===== config.mk =====
export PLATFORM = sky130hd
export DESIGN_NAME = mesi_snoop_ctrl
export DESIGN_NICKNAME = d
export VERILOG_FILES = /design/src/rtl/mesi_pkg.sv /design/src/rtl/mesi_line_store.sv /design/src/rtl/mesi_snoop_unit.sv /design/src/rtl/mesi_traffic_counter.sv /design/src/rtl/mesi_snoop_ctrl.sv
export SDC_FILE = /design/constraint.sdc
export NUM_CORES = 1
export LEC_CHECK = 0
export ABC_AREA = 0
export CORE_MARGIN = 8
export CORE_UTILIZATION = 28
export DETAILED_ROUTE_END_ITERATION = 10
export GPL_ROUTABILITY_DRIVEN = 0
export GPL_TIMING_DRIVEN = 0
export MAX_ROUTING_LAYER = met4
export SLEW_MARGIN = 0
export SYNTH_ARGS = -nofsm -noshare
export SYNTH_HDL_FRONTEND = slang
export SYNTH_SLANG_ARGS = --single-unit

===== constraint.sdc =====
create_clock -name clk_i -period 11.2 [get_ports clk_i]
set_input_delay 1.12 -clock clk_i [delete_from_list [all_inputs] [get_ports clk_i]]
set_output_delay 1.12 -clock clk_i [all_outputs]
set_load 0.01 [all_outputs]

===== src/rtl/mesi_pkg.sv =====
package mesi_pkg;
  typedef enum logic [1:0] {ST_I = 2'd0, ST_S = 2'd1, ST_E = 2'd2, ST_M = 2'd3} line_st_e;
  typedef enum logic [1:0] {CMD_RD = 2'd0, CMD_RDX = 2'd1, CMD_WB = 2'd2, CMD_UPG = 2'd3} bus_cmd_e;
  typedef enum logic [1:0] {PS_IDLE = 2'd0, PS_BUS = 2'd1, PS_RESP = 2'd2} proc_st_e;
endpackage


===== src/rtl/mesi_line_store.sv =====
module mesi_line_store
  import mesi_pkg::*;
#(
  parameter int SETS   = 8,
  parameter int TAG_W  = 13,
  parameter int DATA_W = 32
) (
  input  logic                     clk_i,
  input  logic                     rst_ni,
  input  logic [$clog2(SETS)-1:0]  a_idx_i,
  output line_st_e                 a_st_o,
  output logic [TAG_W-1:0]         a_tag_o,
  output logic [DATA_W-1:0]        a_data_o,
  input  logic [$clog2(SETS)-1:0]  b_idx_i,
  output line_st_e                 b_st_o,
  output logic [TAG_W-1:0]         b_tag_o,
  output logic [DATA_W-1:0]        b_data_o,
  input  logic                     wr_en_i,
  input  logic [$clog2(SETS)-1:0]  wr_idx_i,
  input  line_st_e                 wr_st_i,
  input  logic [TAG_W-1:0]         wr_tag_i,
  input  logic [DATA_W-1:0]        wr_data_i
);
  line_st_e            st_q   [SETS];
  logic [TAG_W-1:0]    tag_q  [SETS];
  logic [DATA_W-1:0]   data_q [SETS];

  always_ff @(posedge clk_i or negedge rst_ni) begin
    if (!rst_ni) begin
      for (int s = 0; s < SETS; s++) st_q[s] <= ST_I;
    end else if (wr_en_i) begin
      st_q[wr_idx_i] <= wr_st_i;
    end
  end

  always_ff @(posedge clk_i) begin
    if (wr_en_i) begin
      tag_q[wr_idx_i]  <= wr_tag_i;
      data_q[wr_idx_i] <= wr_data_i;
    end
  end

  assign a_st_o   = st_q[a_idx_i];
  assign a_tag_o  = tag_q[a_idx_i];
  assign a_data_o = data_q[a_idx_i];
  assign b_st_o   = st_q[b_idx_i];
  assign b_tag_o  = tag_q[b_idx_i];
  assign b_data_o = data_q[b_idx_i];
endmodule


===== src/rtl/mesi_snoop_unit.sv =====
module mesi_snoop_unit
  import mesi_pkg::*;
#(
  parameter int NUM_CACHES = 4,
  parameter int CACHE_ID   = 0,
  parameter int TAG_W      = 13
) (
  input  logic                  valid_i,
  input  bus_cmd_e              cmd_i,
  input  logic [TAG_W-1:0]      tag_i,
  input  line_st_e              line_st_i,
  input  logic [TAG_W-1:0]      line_tag_i,
  input  logic [NUM_CACHES-1:0] peer_hit_i,
  output logic                  hit_o,
  output logic                  shared_o,
  output logic                  supply_o,
  output logic                  flush_o,
  output logic                  upd_o,
  output line_st_e              nxt_st_o
);
  logic [NUM_CACHES-1:0] lower_mask;
  logic                  lower_hit;

  for (genvar j = 0; j < NUM_CACHES; j++) begin : g_mask
    assign lower_mask[j] = (j < CACHE_ID);
  end

  assign lower_hit = |(peer_hit_i & lower_mask);
  assign hit_o     = valid_i && (line_st_i != ST_I) && (line_tag_i == tag_i);

  always_comb begin
    shared_o = 1'b0;
    supply_o = 1'b0;
    flush_o  = 1'b0;
    upd_o    = 1'b0;
    nxt_st_o = line_st_i;
    unique case (cmd_i)
      CMD_RD: begin
        shared_o = hit_o;
        supply_o = hit_o && !lower_hit;
        flush_o  = hit_o && (line_st_i == ST_M);
        upd_o    = hit_o && (line_st_i != ST_S);
        nxt_st_o = ST_S;
      end
      CMD_RDX: begin
        supply_o = hit_o && !lower_hit;
        flush_o  = hit_o && (line_st_i == ST_M);
        upd_o    = hit_o;
        nxt_st_o = ST_I;
      end
      CMD_UPG: begin
        upd_o    = hit_o;
        nxt_st_o = ST_I;
      end
      default: ;  // peer write-back: nothing to do
    endcase
  end
endmodule


===== src/rtl/mesi_traffic_counter.sv =====
module mesi_traffic_counter
  import mesi_pkg::*;
#(
  parameter int CNT_W      = 32,
  parameter int CTRL_BYTES = 6,
  parameter int LINE_BYTES = 64
) (
  input  logic             clk_i,
  input  logic             rst_ni,
  input  logic             clr_i,
  input  logic             own_valid_i,
  input  bus_cmd_e         own_cmd_i,
  input  logic             flush_i,
  output logic [CNT_W-1:0] count_o
);
  localparam logic [CNT_W:0] FULL_COST = (CNT_W+1)'(CTRL_BYTES + LINE_BYTES);
  localparam logic [CNT_W:0] ADDR_COST = (CNT_W+1)'(CTRL_BYTES);

  logic [CNT_W-1:0] cnt_q;
  logic [CNT_W:0]   own_inc, flush_inc, sum;

  assign own_inc   = !own_valid_i ? '0 : (own_cmd_i == CMD_UPG) ? ADDR_COST : FULL_COST;
  assign flush_inc = flush_i ? FULL_COST : '0;
  assign sum       = {1'b0, cnt_q} + own_inc + flush_inc;

  always_ff @(posedge clk_i or negedge rst_ni) begin
    if (!rst_ni)       cnt_q <= '0;
    else if (clr_i)    cnt_q <= '0;
    else if (sum[CNT_W]) cnt_q <= '1;
    else               cnt_q <= sum[CNT_W-1:0];
  end

  assign count_o = cnt_q;
endmodule


===== src/rtl/mesi_snoop_ctrl.sv =====
module mesi_snoop_ctrl
  import mesi_pkg::*;
#(
  parameter int ADDR_W     = 16,
  parameter int DATA_W     = 32,
  parameter int SETS       = 8,
  parameter int NUM_CACHES = 4,
  parameter int CACHE_ID   = 0,
  parameter int CNT_W      = 32,
  parameter int CTRL_BYTES = 6,
  parameter int LINE_BYTES = 64
) (
  input  logic                  clk_i,
  input  logic                  rst_ni,
  input  logic                  cpu_req_i,
  input  logic                  cpu_we_i,
  input  logic [ADDR_W-1:0]     cpu_addr_i,
  input  logic [DATA_W-1:0]     cpu_wdata_i,
  output logic                  cpu_ready_o,
  output logic [DATA_W-1:0]     cpu_rdata_o,
  output logic                  bus_req_o,
  output logic [1:0]            bus_cmd_o,
  output logic [ADDR_W-1:0]     bus_addr_o,
  output logic [DATA_W-1:0]     bus_wdata_o,
  input  logic                  bus_gnt_i,
  input  logic [DATA_W-1:0]     bus_rdata_i,
  input  logic                  bus_shared_i,
  input  logic                  snoop_valid_i,
  input  logic [1:0]            snoop_cmd_i,
  input  logic [ADDR_W-1:0]     snoop_addr_i,
  input  logic [NUM_CACHES-1:0] peer_hit_i,
  output logic                  snoop_hit_o,
  output logic                  snoop_shared_o,
  output logic                  supply_o,
  output logic                  flush_o,
  output logic [DATA_W-1:0]     snoop_data_o,
  input  logic                  cnt_clr_i,
  output logic [CNT_W-1:0]      bus_bytes_o
);
  localparam int IDX_W = $clog2(SETS);
  localparam int TAG_W = ADDR_W - IDX_W;

  logic [IDX_W-1:0]  cpu_idx, snp_idx, wr_idx;
  logic [TAG_W-1:0]  cpu_tag, snp_tag, a_tag, b_tag, wr_tag;
  logic [DATA_W-1:0] a_data, b_data, wr_data, rdata_q;
  line_st_e          a_st, b_st, wr_st, snp_nxt;
  logic              wr_en, snp_upd;
  proc_st_e          ps_q, ps_d;
  bus_cmd_e          own_cmd;
  logic              cpu_hit, local_ok, victim_dirty, accept, own_grant, fill_done;

  assign cpu_idx = cpu_addr_i[IDX_W-1:0];
  assign cpu_tag = cpu_addr_i[ADDR_W-1:IDX_W];
  assign snp_idx = snoop_addr_i[IDX_W-1:0];
  assign snp_tag = snoop_addr_i[ADDR_W-1:IDX_W];

  mesi_line_store #(.SETS(SETS), .TAG_W(TAG_W), .DATA_W(DATA_W)) store_i (
    .clk_i, .rst_ni,
    .a_idx_i(cpu_idx), .a_st_o(a_st), .a_tag_o(a_tag), .a_data_o(a_data),
    .b_idx_i(snp_idx), .b_st_o(b_st), .b_tag_o(b_tag), .b_data_o(b_data),
    .wr_en_i(wr_en), .wr_idx_i(wr_idx), .wr_st_i(wr_st), .wr_tag_i(wr_tag), .wr_data_i(wr_data)
  );

  mesi_snoop_unit #(.NUM_CACHES(NUM_CACHES), .CACHE_ID(CACHE_ID), .TAG_W(TAG_W)) snoop_i (
    .valid_i(snoop_valid_i), .cmd_i(bus_cmd_e'(snoop_cmd_i)), .tag_i(snp_tag),
    .line_st_i(b_st), .line_tag_i(b_tag), .peer_hit_i,
    .hit_o(snoop_hit_o), .shared_o(snoop_shared_o), .supply_o, .flush_o,
    .upd_o(snp_upd), .nxt_st_o(snp_nxt)
  );

  assign snoop_data_o = b_data;

  // Processor side
  assign cpu_hit      = (a_st != ST_I) && (a_tag == cpu_tag);
  assign local_ok     = cpu_hit && (!cpu_we_i || a_st == ST_E || a_st == ST_M);
  assign victim_dirty = (a_st == ST_M) && (a_tag != cpu_tag);
  assign accept       = (ps_q == PS_IDLE) && cpu_req_i && !snoop_valid_i;

  // command re-derived every cycle so snoops during the wait are honoured
  assign own_cmd   = victim_dirty ? CMD_WB : (cpu_we_i ? CMD_RDX : CMD_RD);
  assign bus_req_o = (ps_q == PS_BUS);
  assign bus_cmd_o = own_cmd;
  assign bus_addr_o  = victim_dirty ? {a_tag, cpu_idx} : cpu_addr_i;
  assign bus_wdata_o = a_data;
  assign own_grant   = bus_req_o && bus_gnt_i;
  assign fill_done   = own_grant && (own_cmd != CMD_WB);

  always_comb begin
    wr_en   = 1'b0;
    wr_idx  = cpu_idx;
    wr_st   = ST_I;
    wr_tag  = a_tag;
    wr_data = a_data;
    if (snp_upd) begin
      wr_en   = 1'b1;
      wr_idx  = snp_idx;
      wr_st   = snp_nxt;
      wr_tag  = b_tag;
      wr_data = b_data;
    end else if (own_grant) begin
      wr_en = 1'b1;
      unique case (own_cmd)
        CMD_WB: wr_st = ST_I;
        CMD_RD: begin
          wr_st   = bus_shared_i ? ST_S : ST_E;
          wr_tag  = cpu_tag;
          wr_data = bus_rdata_i;
        end
        default: begin
          wr_st   = ST_M;
          wr_tag  = cpu_tag;
          wr_data = cpu_wdata_i;
        end
      endcase
    end else if (accept && local_ok && cpu_we_i) begin
      wr_en   = 1'b1;
      wr_st   = ST_M;
      wr_data = cpu_wdata_i;
    end
  end

  always_comb begin
    ps_d = ps_q;
    unique case (ps_q)
      PS_IDLE: if (accept) ps_d = local_ok ? PS_RESP : PS_BUS;
      PS_BUS:  if (fill_done) ps_d = PS_RESP;
      default: ps_d = PS_IDLE;
    endcase
  end

  always_ff @(posedge clk_i or negedge rst_ni) begin
    if (!rst_ni) begin
      ps_q    <= PS_IDLE;
      rdata_q <= '0;
    end else begin
      ps_q <= ps_d;
      if (accept && local_ok)             rdata_q <= cpu_we_i ? cpu_wdata_i : a_data;
      else if (fill_done && !cpu_we_i)    rdata_q <= bus_rdata_i;
      else if (fill_done)                 rdata_q <= cpu_wdata_i;
    end
  end

  assign cpu_ready_o = (ps_q == PS_RESP);
  assign cpu_rdata_o = rdata_q;

  mesi_traffic_counter #(.CNT_W(CNT_W), .CTRL_BYTES(CTRL_BYTES), .LINE_BYTES(LINE_BYTES)) meter_i (
    .clk_i, .rst_ni, .clr_i(cnt_clr_i), .own_valid_i(own_grant), .own_cmd_i(own_cmd),
    .flush_i(flush_o), .count_o(bus_bytes_o)
  );
endmodule


==> qor.txt <==
Outcome = finished clean
Largest net degree at the start of global routing = 61
IO Port Bufs = 252
Final Non-Filler Cells = 2,874
Clock latency at the later pin of the worst-skew pair = 600 ps
Reg clk slew, reported paths = 60 ps
Cells after synthesis = 1,461
Number of gates resized after cts = 0
CTS tree = done
Post-Route Utilization = 35.15%
TritonCTS Buffers = 49
DR DRC count = 0
Total Wirelength = 77,900 microns
Crit end category = flip-flop
Per-cell routed wire length = 27.10 microns
Clock Tree Root = clkbuf_16
EDFF count, synth = 360
Initial core utilization = 28.24%
Worst Path Required = 11,630 ps
Hold WC Path Type = in -> async
Via density = 5.341
Vias in the first global route = 16,217
Post-route ant nets = 0
Die W = 300.8 microns
Area of the multi-input gates = 9291 sq um
Register area = 12,860 sq um
Cell area after synthesis = 22,710 sq um
Crit path arrival time = 8770 ps
Yosys cell types = 61
Initial antenna violation count = 5
Pwr dens = 166.1 nW/um^2
Layer with the highest usage = met2
Max Slew Vio Count = 0
Filler instances = 7,663
Synthesized flop and latch total = 442
Final setup fails = 0
Final Cycle Share = 74.41%
Met2 Usage GRT = 27.61%
Max_slew headroom = 19.91%
Setup CP Type = in -> reg
Number of H-tree levels = 2
Max Freq = 120.0 MHz
Crit start category = input port
Largest area contributor in the netlist = edfxtp_1
Synthesis-to-layout area growth = 24.48%
GRT met3 Usage = 3.909%
Skew final = 35.57 ps
Worst reg2reg path startpoint = store_i.tag_q[5][7]
Setup TNS = 0 ps
Die Ht = 300.8 microns
Post-place instance area = 26,670 sq um
Power Total = 4.695 mW
Gr usage total = 17.10%
Post-CTS Setup Bufs = 0
Synth Flop Type = edfxtp_1
Mapped Avg Cell Area = 15.54 sq um
Total number of vias = 15,351
Met1 GRT Util = 21.57%
Hold buffer count at CTS = 0
DR iter-0 viols = 1,311
First-pass GRT wire length = 111,700 microns
Crit-path max FO = 10
Peak VDD IR = 0.1190 mV
Worst R2R Setup Slack = 4510 ps
Number of detailed-route iterations in the first pass = 5
Sink Count = 442
Placed Cells = 2,777
Worst slew pin tran = 1201 ps
HPWL Detailed = 53,780 microns
Worst r2r dst = meter_i.count_o[21]
# IOs = 262
Final Hold Viols = 0
Row cnt = 104
RSZ-0062 raised after global routing = false
Leakage = 9.696 nW
Core area = 80,420 sq um
Worst hold slack = 438.2 ps
Finished Cell Area = 28,270 sq um
Top cells by area, synth = edfxtp_1 (48%), mux4_2 (16%), dfrtp_1 (9.0%)
Synthesis warning total = 0
Die area = 90,460 sq um
Total grt overflow = 0
Max Root-Sink Buffers = 3
Post-Syn Nets = 1,578
Nets = 1,885
Post-synthesis sequential area ratio = 56.65%
DP Worst Slack = 2359 ps
Final worst setup slack = 2866 ps
Yosys top cell area share = 47.61%
Max Cap Violations = 0
Share of layout cells above drive strength 1 = 24.05%
Ys async rst share = 18.55%
R2R depth = 22
Final Critical Period = 8334 ps
-- cells in the final DEF (no fill, tap or decap), types with 13 or more instances in the layout --
cell / instances
nor2b_1: 13
edfxtp_1: 360
clkbuf_1: 57
clkbuf_16: 50
xor2_1: 30
xnor2_1: 13
dfrtp_1: 82
mux2i_1: 92
inv_1: 13
nor2_1: 60
and3_1: 16
mux4_2: 161
clkdlybuf4s50_1: 251
a21oi_1: 63
buf_1: 14
o211ai_1: 33
o21a_1: 37
mux2_2: 118
a221oi_1: 22
nand3_1: 46
nand2_1: 60
buf_2: 37
o22ai_1: 13
-- worst max-delay path: stages --
cell and delay (ps):
clkdlybuf4s50_1 610, buf_2 370, buf_2 400, buf_2 460, nand2_1 150, o211ai_1 430
xor2_1 210, and4_1 210, nand4_1 280, inv_1 280, nand2b_1 130, or3_1 380
inv_1 200, fa_1 430, ha_1 230, fa_1 440, and3_1 220, a31oi_1 380
nor2_1 170, and3_1 270, and3_1 220, nor2b_1 190, nand4_1 370, clkbuf_1 440
a21oi_1 140
-- layout make-up --
class / count / share of cell area (%)
antenna: 5 / 0.04427
buffer: 110 / 1.757
clock buffer: 63 / 4.812
clock inverter: 29 / 0.8056
inverter: 17 / 0.2612
multi-input combinational: 892 / 32.87
sequential: 442 / 45.50
tap: 1060 / 4.692
timing repair buffer: 256 / 9.251
-- routing by layer --
metal  routed length, microns  part of all wire (%)  vias to the layer above
li1                         -                     -                     6538
met1                    31080                    40                     7995
met2                    37830                    49                      708
met3                     7176                   9.2                      110
met4                     1799                   2.3                        0
met5                        0                     0                        -
-- registers in the layout, summed over array words and instances, names as in the netlist --
name / cells
store_i.data_q: 256
store_i.tag_q: 104
cpu_rdata_o: 32
meter_i.count_o: 32
store_i.st_q: 16
ps_q: 2
-- power by group --
| part | switching, mW | leakage, nW | internal (mW) |
|---|---|---|---|
| Clock | 0.701 | 0.749 | 0.889 |
| Combinational | 0.567 | 4.65 | 0.463 |
| Sequential | 0.0727 | 4.29 | 2.00 |
-- cell families (layout without fill, tap and decap cells) --
group | count (synthesis) | in the layout | synth area share (%)
flip-flops | 442 | 442 | 56.65
multiplexers | 378 | 378 | 26.22
AND/OR/NAND/NOR | 234 | 234 | 5.125
AO/OA/AOI/OAI | 230 | 230 | 7.362
buffers and inverters | 127 | 475 | 2.469
XOR/XNOR | 43 | 43 | 1.659
adder cells (fa/ha/maj) | 7 | 7 | 0.5180
other | 0 | 5 | 0
-- how the worst max path moves through the flow --
| stage | start | end | slack, ps |
|---|---|---|---|
| final | snoop_addr_i[2] | meter_i.count_o[21] | 2870 |
| after global placement | snoop_addr_i[2] | meter_i.count_o[17] | 2470 |
| after global routing | snoop_addr_i[2] | meter_i.count_o[21] | 2510 |
| after floorplan | snoop_addr_i[0] | meter_i.count_o[10] | 4580 |
| after detailed placement | snoop_addr_i[2] | meter_i.count_o[21] | 2360 |
| after CTS | snoop_addr_i[2] | meter_i.count_o[18] | 2960 |
-- Yosys cell counts, drive strengths merged, types with 17 or more instances --
cell type,count
mux2i,92
nor2,60
dfrtp,82
mux4,161
mux2,125
nand3,47
a221oi,32
o211ai,33
a21oi,63
clkbuf,50
xor2,30
inv,17
nand2,60
buf,60
o21a,37
edfxtp,360
Power figures use the tool's default switching activity.
